**config.mk**
```make
export PLATFORM = sky130hd
export DESIGN_NAME = ir_sir_codec
export DESIGN_NICKNAME = d
export VERILOG_FILES = /design/src/rtl/sir_codec_pkg.sv /design/src/rtl/sir_sync.sv /design/src/rtl/sir_tx_pulse.sv /design/src/rtl/sir_rx_stretch.sv /design/src/rtl/ir_sir_codec.sv
export SDC_FILE = /design/constraint.sdc
export NUM_CORES = 1
export LEC_CHECK = 0
export CORE_ASPECT_RATIO = 1.1
export CORE_MARGIN = 1
export CORE_UTILIZATION = 25
export DETAILED_ROUTE_END_ITERATION = 6
export GPL_ROUTABILITY_DRIVEN = 0
export PLACE_DENSITY = 0.45
export SYNTH_ARGS = -nofsm -noshare
export SYNTH_HDL_FRONTEND = slang
export SYNTH_SLANG_ARGS = --single-unit
```
**constraint.sdc**
```tcl
create_clock -name clk -period 1.6 [get_ports clk]
set_input_delay 0.24 -clock clk [delete_from_list [all_inputs] [get_ports clk]]
set_output_delay 0.24 -clock clk [all_outputs]
set_load 0.02 [all_outputs]
```
**src/rtl/sir_codec_pkg.sv**
```systemverilog
// Package: shared constants for the infrared SIR pulse codec.
// Assumes a 16x oversampling clock, which fixes the default cell length.
package sir_codec_pkg;
    localparam int unsigned DEF_CELL_CLKS   = 16;
    localparam int unsigned DEF_PULSE_FIRST = 7;
    localparam int unsigned DEF_PULSE_LAST  = 9;
    localparam int unsigned DEF_SYNC_STAGES = 2;
endpackage

```
**src/rtl/sir_sync.sv**
```systemverilog
// Module: sir_sync
// Multi-flop synchroniser for one asynchronous input bit, advanced only on
// enabled edges. Assumes the idle level of the line is high, so every stage
// resets to 1.
module sir_sync #(
    parameter int unsigned STAGES = 2
) (
    input  logic clk,
    input  logic rst_n,
    input  logic clk_en,
    input  logic d_async,
    output logic q_sync
);
    logic [STAGES-1:0] stage_q;

    genvar g;
    generate
        for (g = 0; g < STAGES; g++) begin : g_stage
            if (g == 0) begin : g_first
                // Capture the raw asynchronous input.
                always_ff @(posedge clk) begin
                    if (!rst_n)      stage_q[0] <= 1'b1;
                    else if (clk_en) stage_q[0] <= d_async;
                end
            end else begin : g_next
                // Pass the value down the chain one stage per enabled edge.
                always_ff @(posedge clk) begin
                    if (!rst_n)      stage_q[g] <= 1'b1;
                    else if (clk_en) stage_q[g] <= stage_q[g-1];
                end
            end
        end
    endgenerate

    assign q_sync = stage_q[STAGES-1];
endmodule

```
**src/rtl/sir_tx_pulse.sv**
```systemverilog
// Module: sir_tx_pulse
// Turns each 0 bit into a positive pulse. The pulse covers clocks
// PULSE_FIRST..PULSE_LAST of each CELL_CLKS-clock cell. A 1 bit holds the
// output low and clears the cell counter. Assumes the UART changes tx_bit on
// cell boundaries.
module sir_tx_pulse #(
    parameter int unsigned CELL_CLKS   = 16,
    parameter int unsigned PULSE_FIRST = 7,
    parameter int unsigned PULSE_LAST  = 9
) (
    input  logic clk,
    input  logic rst_n,
    input  logic clk_en,
    input  logic tx_bit,
    output logic ir_tx
);
    localparam int unsigned CW = $clog2(CELL_CLKS);
    localparam logic [CW-1:0] CNT_LAST  = CW'(CELL_CLKS - 1);
    localparam logic [CW-1:0] POS_FIRST = CW'(PULSE_FIRST);
    localparam logic [CW-1:0] POS_LAST  = CW'(PULSE_LAST);

    logic [CW-1:0] cell_cnt;
    logic [CW-1:0] cnt_nxt;

    // Next position in the cell, wrapping at the cell length.
    always_comb begin
        cnt_nxt = (cell_cnt == CNT_LAST) ? '0 : cell_cnt + 1'b1;
    end

    // Advance the cell position and register the pulse window decode.
    always_ff @(posedge clk) begin
        if (!rst_n) begin
            cell_cnt <= '0;
            ir_tx    <= 1'b0;
        end else if (clk_en) begin
            if (tx_bit) begin
                cell_cnt <= '0;
                ir_tx    <= 1'b0;
            end else begin
                cell_cnt <= cnt_nxt;
                ir_tx    <= (cnt_nxt >= POS_FIRST) && (cnt_nxt <= POS_LAST);
            end
        end
    end
endmodule

```
**src/rtl/sir_rx_stretch.sv**
```systemverilog
// Module: sir_rx_stretch
// Turns each falling edge of the synchronised receive line into a
// CELL_CLKS-clock low window. Edges inside a window are ignored, except at
// its final clock, where they restart it. Assumes rx_sync is already
// synchronous to clk.
module sir_rx_stretch #(
    parameter int unsigned CELL_CLKS = 16
) (
    input  logic clk,
    input  logic rst_n,
    input  logic clk_en,
    input  logic rx_en,
    input  logic rx_sync,
    output logic rx_bit
);
    localparam int unsigned CW = $clog2(CELL_CLKS);
    localparam logic [CW-1:0] WIN_LAST = CW'(CELL_CLKS - 1);

    logic          prev_q;
    logic          fall;
    logic          win_on;
    logic [CW-1:0] win_cnt;

    // Remember the previous synchronised level for edge detection.
    always_ff @(posedge clk) begin
        if (!rst_n)      prev_q <= 1'b1;
        else if (clk_en) prev_q <= rx_sync;
    end

    // A high-to-low transition of the synchronised line.
    always_comb begin
        fall = prev_q & ~rx_sync;
    end

    // Open, count, retrigger or close the low window.
    always_ff @(posedge clk) begin
        if (!rst_n) begin
            win_on  <= 1'b0;
            win_cnt <= '0;
        end else if (clk_en) begin
            if (!rx_en) begin
                win_on  <= 1'b0;
                win_cnt <= '0;
            end else if (win_on) begin
                if (win_cnt == WIN_LAST) begin
                    win_on  <= fall;
                    win_cnt <= '0;
                end else begin
                    win_cnt <= win_cnt + 1'b1;
                end
            end else if (fall) begin
                win_on  <= 1'b1;
                win_cnt <= '0;
            end
        end
    end

    assign rx_bit = ~win_on;
endmodule

```
**src/rtl/ir_sir_codec.sv**
```systemverilog
// Module: ir_sir_codec (top)
// Infrared SIR encoder and decoder between a UART bit stream and an IR
// transceiver. All state advances only on edges with clk_en high. Reset is
// synchronous and active low.
module ir_sir_codec #(
    parameter int unsigned CELL_CLKS   = sir_codec_pkg::DEF_CELL_CLKS,
    parameter int unsigned PULSE_FIRST = sir_codec_pkg::DEF_PULSE_FIRST,
    parameter int unsigned PULSE_LAST  = sir_codec_pkg::DEF_PULSE_LAST,
    parameter int unsigned SYNC_STAGES = sir_codec_pkg::DEF_SYNC_STAGES
) (
    input  logic clk,
    input  logic rst_n,
    input  logic clk_en,
    input  logic tx_bit,
    output logic ir_tx,
    input  logic ir_rx,
    input  logic rx_en,
    output logic rx_bit
);
    logic rx_sync;

    sir_tx_pulse #(
        .CELL_CLKS  (CELL_CLKS),
        .PULSE_FIRST(PULSE_FIRST),
        .PULSE_LAST (PULSE_LAST)
    ) u_tx (
        .clk   (clk),
        .rst_n (rst_n),
        .clk_en(clk_en),
        .tx_bit(tx_bit),
        .ir_tx (ir_tx)
    );

    sir_sync #(
        .STAGES(SYNC_STAGES)
    ) u_sync (
        .clk    (clk),
        .rst_n  (rst_n),
        .clk_en (clk_en),
        .d_async(ir_rx),
        .q_sync (rx_sync)
    );

    sir_rx_stretch #(
        .CELL_CLKS(CELL_CLKS)
    ) u_rx (
        .clk    (clk),
        .rst_n  (rst_n),
        .clk_en (clk_en),
        .rx_en  (rx_en),
        .rx_sync(rx_sync),
        .rx_bit (rx_bit)
    );
endmodule

```
==> flow_summary.json, run 1 <==
{
  "outcome": "finished, final reports clean",
  "die_h_um": 56.58,
  "ys_ff_latch": 13,
  "cts_resized": 0,
  "min_path_type": "reg -> reg",
  "synth.net_count": 87,
  "rows": 19,
  "drive_gt1_share_pct": 10.99,
  "dp_cells": 118,
  "firstDrtPassIters": 4,
  "fin_tns_setup_ns": 0,
  "area_growth_pct": 24.21,
  "cts_tree": "done",
  "core_um2": 2544,
  "synthTopCellsByCount": "dfxtp_1, nand2_1, inv_1",
  "wl_per_cell_um": 10.91,
  "setup_ws_ns": 0.09160,
  "antenna_found_initial": 0,
  "min_period_ns": 1.508,
  "r2r-start": "u_tx.cell_cnt[0]",
  "vias": 546,
  "synth_top_area_cell": "dfxtp_1",
  "cts_hold_buf": 0,
  "setup_violations": 0,
  "synth_warnings": 0,
  "ys_top_cells_by_area": "dfxtp_1, ha_1, mux2i_1",
  "synthAdderAreaFrac_pct": 7.394,
  "ioPinCount": 8,
  "drc_errors": 0,
  "post_cts_buffers": 0,
  "slew_violations": 0,
  "clk_latency_ns": 0.28,
  "clock_skew_ns": 0.001470,
  "synthArstFlopShare_pct": 0,
  "place_ws_ns": -0.03616,
  "grt_pass1_vias": 516,
  "crit_required_ns": 1.36,
  "relSlewSlack_pct": 73.00,
  "clock-sinks": 13,
  "drtIter0Drc": 6,
  "powerDensity_nw_per_um2": 731.7,
  "dpl.hpwl_um": 936.5,
  "synthMuxAreaShare_pct": 5.915,
  "start_util_pct": 26.61,
  "synthDominantCellAreaShare_pct": 38.45,
  "ys_seq_area_share_pct": 38.45,
  "maxCapViolations": 0,
  "synth.cell_area_um2": 676.9,
  "synth_cells": 77,
  "crit_start": "u_rx.win_on",
  "max_freq_mhz": 663.0,
  "hold_viol": 0,
  "die_area_um2": 2920,
  "fin_crit_sh_pct": 94.28,
  "grt_max_degree": 14,
  "synth_xor_area_share_pct": 2.588,
  "routed_wl_um": 1331,
  "max_stage_delay_ns": 0.59,
  "synth_flop_cell": "dfxtp_1",
  "synth-compound-area-share_pct": 16.82,
  "synthSimpleGateAreaFrac_pct": 24.77,
  "synth.avg_cell_area_um2": 8.791,
  "fillers": 268,
  "min_from": "u_rx.prev_q",
  "p_leak_nw": 0.3325,
  "end_kind": "primary output",
  "grt_setup_unrepaired": "false",
  "h-tree-depth": 1,
  "nets": 102,
  "yosysMostFrequentCell": "dfxtp_1",
  "cp_max_fo": 5,
  "synth_cell_types": 30,
  "fin_cells": 122,
  "via_per_inst": 4.475,
  "critPathLaunchType": "flip-flop",
  "die_width_um": 51.62,
  "clockRootBuffer": "clkbuf_4",
  "timing_worst_setup_path_type": "reg -> out",
  "worst_pin_slew_ns": 0.4037,
  "synth_top_family_by_area": "simple AND/OR/NAND/NOR gates",
  "numPortBuffers": 7,
  "route.antenna.remaining_nets": 0,
  "grtUsageTotal_pct": 11.39,
  "clk_pin_slew_ns": 0.08,
  "vdd_drop_max_v": 0.0004930,
  "n_antenna_cell": 0,
  "cts_buffers": 3,
  "synth_edf_count": 0,
  "clockBufferDepth": 2,
  "grt_pass1_wl_um": 2415,
  "grt_overflow": 0,
  "worstPathCellList": "inv_1, clkdlybuf4s50_1",
  "slowest_stage": "clkdlybuf4s50_1",
  "cp.arrival_ns": 1.27
}
power breakdown:
part,leakage [nW],internal [mW],switching [mW]
clock network,0.0150,0.0967,0.110
logic,0.212,0.0381,0.0343
registers,0.106,0.331,0.00598
total,0.332,0.465,0.150
registers in the layout, indices dropped and copies added, names as in the netlist:
register        cells
u_tx.cell_cnt       4
u_rx.win_cnt        4
u_sync.q_sync       1
u_rx.win_on         1
u_sync.stage_q      1
u_rx.prev_q         1
u_tx.ir_tx          1
per-stage QoR:
step / power [mW] / instance area (um^2) / hold slack (ns) / utilization (%)
3_3_place_gp: 0.4173 / 814.5 / 0.4480 / 32.02
6_report: 0.6152 / 840.8 / 0.4713 / 33.05
2_1_floorplan: 0.3822 / 676.9 / 0.3684 / -
5_1_grt: 0.6481 / 840.8 / 0.5096 / 33.05
4_1_cts: 0.6266 / 840.8 / 0.4749 / 33.05
3_5_place_dp: 0.4172 / 814.5 / 0.4534 / 32.02
layer usage:
| layer | up-vias | global-route usage (%) | share of wire, % |
|---|---|---|---|
| met4 | 0 | 3.475 | 1.2 |
| li1 | 296 | - | - |
| met5 | - | 0 | 0 |
| met3 | 2 | 5.962 | 5.0 |
| met1 | 241 | 14.12 | 48 |
| met2 | 7 | 16.88 | 46 |
cells by family after synthesis:
kind of cell,Yosys count
flip-flops,13
AND/OR/NAND/NOR,30
AO/OA/AOI/OAI,17
multiplexers,4
adder cells (fa/ha/maj),4
XOR/XNOR,2
buffers and inverters,7
placed cells by master (no fill, tap or decap), drive strengths merged:
| cell type | instances |
|---|---|
| or3b | 1 |
| and3b | 1 |
| nor2 | 2 |
| a21boi | 4 |
| a21oi | 1 |
| and2 | 4 |
| a22oi | 2 |
| dfxtp | 13 |
| xnor2 | 1 |
| inv | 5 |
| or4 | 2 |
| buf | 5 |
| nor2b | 5 |
| nand4 | 1 |
| a31oi | 2 |
| o21ai | 5 |
| o22ai | 1 |
| mux2i | 4 |
| a2111oi | 1 |
| ha | 4 |
| nor3b | 1 |
| nand2b | 1 |
| xor2 | 1 |
| clkdlybuf4s50 | 7 |
| nand2 | 9 |
| nand3 | 3 |
| o21a | 1 |
| clkbuf | 4 |
layout make-up:
cell class                      count  area, um^2  area share, %
Tap cell                           31       38.79          4.613
Multi-Input combinational cell     57       389.1          46.28
Timing Repair Buffer               12       107.6          12.80
Clock buffer                        4       26.28          3.125
Inverter                            5       18.77          2.232
Sequential cell                    13       260.3          30.95
final timing paths:
path                       to  slack (ns)  depth (start not counted)
setup / recovery       rx_bit        0.09                          2
hold / removal    u_rx.prev_q        0.47                          2
setup reg to reg   u_tx.ir_tx        0.25                          5
hold reg to reg   u_rx.prev_q        0.47                          2
critical path, delay by kind of cell (launching register included):
family / cells / cell delay [ns]
buffers and inverters: 2 / 0.65
flip-flops: 1 / 0.35
Note: power is estimated with default switching activity, not from simulation.
==> run 2: changes to the inputs <==
--- a/config.mk
+++ b/config.mk
@@ -10,6 +10,7 @@
 export CORE_UTILIZATION = 25
 export DETAILED_ROUTE_END_ITERATION = 6
 export GPL_ROUTABILITY_DRIVEN = 0
+export GPL_TIMING_DRIVEN = 0
 export PLACE_DENSITY = 0.45
 export SYNTH_ARGS = -nofsm -noshare
 export SYNTH_HDL_FRONTEND = slang
==> flow_summary.json, run 2 (synthesized netlist as in run 1, its figures left out) <==
{
  "outcome": "finished, final reports clean",
  "placed_area_um2": 785.8,
  "dpl.hpwl_um": 903.3,
  "die_area_um2": 2920,
  "fillers": 270,
  "cp.arrival_ns": 1.27,
  "power_mw": 0.6017,
  "cts_hold_buf": 0,
  "crit_required_ns": 1.36,
  "drtIter0Drc": 7,
  "start_util_pct": 26.61,
  "maxCapViolations": 0,
  "setup_ws_ns": 0.09491,
  "die_h_um": 56.58,
  "clock-sinks": 13,
  "worstPathCellList": "inv_1, clkdlybuf4s50_1",
  "cts_buffers": 3,
  "grtUsageTotal_pct": 9.940,
  "max_freq_mhz": 664.4,
  "die_width_um": 51.62,
  "clockBufferDepth": 2,
  "via_per_inst": 4.639,
  "critPathLaunchType": "flip-flop",
  "wl_per_cell_um": 10.13,
  "reg_top3": "u_rx.win_cnt: 4 flops, u_tx.cell_cnt: 4 flops",
  "route.antenna.remaining_nets": 0,
  "ioPinCount": 8,
  "setup_violations": 0,
  "n_antenna_cell": 0,
  "numPortBuffers": 7,
  "mostFrequentLayoutCells": "dfxtp_1, nand2_1, clkdlybuf4s50_1",
  "drive_gt1_share_pct": 7.955,
  "min_period_ns": 1.505,
  "routed_wl_um": 1206,
  "clk_pin_slew_ns": 0.08,
  "vdd_drop_max_v": 0.0004185,
  "h-tree-depth": 1,
  "final_common_cell": "dfxtp_1",
  "clock_skew_ns": 0.001863,
  "p_leak_nw": 0.3128,
  "utilization_pct": 31.97,
  "cp_max_fo": 5,
  "fin_cells": 119,
  "place_ws_ns": -0.1485,
  "grt_setup_unrepaired": "false",
  "clockRootBuffer": "clkbuf_4",
  "relSlewSlack_pct": 72.46,
  "hold_viol": 0,
  "slew_violations": 0,
  "grt_pass1_vias": 519,
  "core_um2": 2544,
  "worst_pin_slew_ns": 0.4131,
  "grt_pass1_wl_um": 2152,
  "grt_max_degree": 11,
  "area_growth_pct": 20.15,
  "cpLargestDelayFamily": "buffers and inverters",
  "vias": 552,
  "fin_tns_setup_ns": 0,
  "antenna_found_initial": 0,
  "drc_errors": 0,
  "min_path_type": "reg -> reg",
  "clk_latency_ns": 0.27,
  "end_kind": "primary output",
  "timing_worst_setup_path_type": "reg -> out",
  "fin_area_um2": 813.3,
  "critPathBufInv": 2,
  "firstDrtPassIters": 2,
  "cts_tree": "done",
  "nets": 99,
  "max_stage_delay_ns": 0.59,
  "powerDensity_nw_per_um2": 739.8,
  "slowest_stage": "clkdlybuf4s50_1",
  "dp_cells": 115,
  "grt_overflow": 0,
  "fin_crit_sh_pct": 94.07,
  "whs_ns": 0.4757,
  "rows": 19
}
==> run 2: changes by cell type in the layout (fill, tap and decap cells not counted) <==
cell and change:
dfxtp_1 -1, buf_2 +1, buf_4 -5, clkbuf_1 +1, dfxtp_2 +1
==> run 2: final timing paths <==
check	from	end	slack, ns	cells after the start
worst max-delay path	u_rx.win_on	rx_bit	0.09	2
worst min-delay path	u_rx.prev_q	u_rx.prev_q	0.48	2
worst max register to register	u_rx.win_cnt[0]	u_rx.win_cnt[0]	0.19	4
worst min register to register	u_rx.prev_q	u_rx.prev_q	0.48	2
==> run 2: worst register-to-register path: cells and delay by family, from the launching register on <==
family	cells	cell delay [ns]
flip-flops	1	0.34
adder cells (fa/ha/maj)	1	0.23
AND/OR/NAND/NOR	1	0.37
AO/OA/AOI/OAI	2	0.41
==> run 2: power by group <==
group / switching [mW] / internal (mW)
combinational: 0.0331 / 0.0329
clock: 0.103 / 0.0963
sequential: 0.00595 / 0.331
total: 0.142 / 0.460
==> run 2: cell type report <==
type                            count  area (um^2)  area share, %
Multi-Input combinational cell     57        389.1          47.85
Sequential cell                    13        261.5          32.15
Timing Repair Buffer                7        70.07          8.615
Tap cell                           31        38.79          4.769
Clock buffer                        4        26.28          3.231
Inverter                            5        18.77          2.308
Buffer                              2        8.758          1.077
==> run 2: what timing repair did <==
action,4_1_cts,5_1_grt
setup buffers,0,0
endpoints found under the setup margin,0,1
resized for setup,0,1
hold endpoints to repair,0,0
==> run 2: layer usage <==
layer | global-route usage (%) | wire length (um)
met1 | 12.87 | 596
met2 | 15.21 | 562
met3 | 2.439 | 32
met4 | 4.633 | 14
met5 | 0 | 0
==> run 3: changes to the inputs <==
--- a/config.mk
+++ b/config.mk
@@ -5,13 +5,12 @@
 export SDC_FILE = /design/constraint.sdc
 export NUM_CORES = 1
 export LEC_CHECK = 0
-export CORE_ASPECT_RATIO = 1.1
-export CORE_MARGIN = 1
-export CORE_UTILIZATION = 25
+export ABC_CLOCK_PERIOD_IN_PS = 1600
+export CORE_UTILIZATION = 52
 export DETAILED_ROUTE_END_ITERATION = 6
 export GPL_ROUTABILITY_DRIVEN = 0
 export GPL_TIMING_DRIVEN = 0
-export PLACE_DENSITY = 0.45
+export PLACE_DENSITY = 0.78
 export SYNTH_ARGS = -nofsm -noshare
 export SYNTH_HDL_FRONTEND = slang
 export SYNTH_SLANG_ARGS = --single-unit
==> flow_summary.json, run 3 (synthesized netlist as in run 1, its figures left out) <==
{
  "cpLargestDelayFamily": "buffers and inverters",
  "power.clock.fraction_pct": 32.3,
  "critPathLaunchType": "flip-flop",
  "ioPinCount": 8,
  "grtUsageTotal_pct": 20.22,
  "hold_viol": 0,
  "powerDensity_nw_per_um2": 749.7,
  "grt_max_degree": 11,
  "p_comb_share_pct": 10.9,
  "critPathBufInv": 2,
  "crit_required_ns": 1.36,
  "cts_buffers": 3,
  "numPortBuffers": 7,
  "p_int_mw": 0.4597,
  "route.antenna.remaining_nets": 0,
  "whs_ns": 0.4694,
  "timing_worst_setup_path_type": "reg -> out",
  "start_util_pct": 58.55,
  "die_width_um": 38.08,
  "routed_wl_um": 1160,
  "fillers": 100,
  "min_path_type": "reg -> reg",
  "grt_pass1_vias": 521,
  "final_common_cell": "dfxtp_1",
  "slowest_stage": "clkdlybuf4s50_1",
  "p_leak_nw": 0.3123,
  "h-tree-depth": 1,
  "firstDrtPassIters": 4,
  "mostFrequentLayoutCells": "dfxtp_1, nand2_1, clkdlybuf4s50_1",
  "worst_pin_slew_ns": 0.3592,
  "nets": 99,
  "power_mw": 0.5928,
  "vdd_drop_max_v": 0.0006611,
  "area_growth_pct": 16.82,
  "min_period_ns": 1.497,
  "clk_latency_ns": 0.27,
  "r2r_slack_ns": 0.14,
  "via_per_inst": 5.284,
  "max_stage_delay_ns": 0.59,
  "drive_gt1_share_pct": 6.818,
  "cp_max_fo": 5,
  "outcome": "finished, final reports clean",
  "end_kind": "primary output",
  "post_cts_buffers": 0,
  "die_h_um": 38.08,
  "maxCapViolations": 0,
  "setup_violations": 0,
  "rows": 12,
  "die_area_um2": 1450,
  "fin_crit_sh_pct": 93.55,
  "grt_overflow": 0,
  "cp.arrival_ns": 1.26,
  "dpl.hpwl_um": 864.1,
  "p_switching_mw": 0.1331,
  "power_frac_seq_pct": 56.8,
  "grt_pass1_wl_um": 2042,
  "core_um2": 1156,
  "clockRootBuffer": "clkbuf_4",
  "drc_errors": 0,
  "n_antenna_cell": 0,
  "vias": 539,
  "grt_setup_unrepaired": "false",
  "cts_hold_buf": 0,
  "cts_resized": 0,
  "antenna_found_initial": 0,
  "max_freq_mhz": 668.1,
  "slew_violations": 0,
  "power.share.switching_pct": 22.45,
  "clock_skew_ns": 0.004323,
  "clk_pin_slew_ns": 0.07,
  "relSlewSlack_pct": 76.06,
  "cts_tree": "done",
  "clockBufferDepth": 2,
  "reg_top3": "u_rx.win_cnt: 4 flops, u_tx.cell_cnt: 4 flops",
  "worstPathCellList": "inv_1, clkdlybuf4s50_1",
  "drtIter0Drc": 21,
  "wl_per_cell_um": 11.37,
  "clock-sinks": 13
}
-- run 3: worst min-delay path, delay by kind of cell (launching register included) --
family	cells	cell delay (ns)
flip-flops	1	0.33
multiplexers	1	0.06
AND/OR/NAND/NOR	1	0.05
-- run 3: path summary, 6_finish.rpt --
check,from,endpoint,depth (start not counted)
hold / removal,u_rx.prev_q,u_rx.prev_q,2
setup reg to reg,u_rx.win_cnt[0],u_rx.win_cnt[0],4
hold reg to reg,u_rx.prev_q,u_rx.prev_q,2
setup / recovery,u_rx.win_on,rx_bit,2
-- run 3: stage by stage --
step           cells  cell area (um^2)  worst slack [ns]  TNS (ns)  utilization, %
2_1_floorplan     77             676.9            0.3149         0               -
3_3_place_gp      98             764.5           -0.1001   -0.1001           66.13
3_5_place_dp      98             764.5           -0.1595   -0.1626           66.13
4_1_cts          102             790.8           0.08776         0           68.40
5_1_grt          102             790.8           0.02851         0           68.40
6_report         102             790.8            0.1032         0           68.40
-- run 3: power groups by stage --
stage | Sequential [mW] | Clock (mW) | Combinational [mW]
CTS | 0.337 | 0.202 | 0.0652
detailed placement | 0.344 | 0 | 0.0652
floorplan | 0.343 | 0 | 0.0394
global route | 0.338 | 0.216 | 0.0744
global placement | 0.344 | 0 | 0.0648
finish | 0.337 | 0.191 | 0.0649
-- run 3: layout make-up --
class	instances	area, um^2	area share, %
repair buffers	7	70.07	8.861
clock buffers	4	26.28	3.323
plain buffers	2	8.758	1.108
inverters	5	18.77	2.373
well taps	14	17.52	2.215
multi-input cells	57	389.1	49.21
flip-flops and latches	13	260.3	32.91
-- run 3: layer usage --
layer / share of wire [%] / GRT usage, % / up-vias / routed length [um]
met4: 0 / 2.679 / 0 / 0
met2: 48 / 35.59 / 6 / 557
met5: 0 / 0 / - / 0
li1: - / - / 291 / -
met3: 3.4 / 8.721 / 0 / 40
met1: 48 / 22.83 / 242 / 562
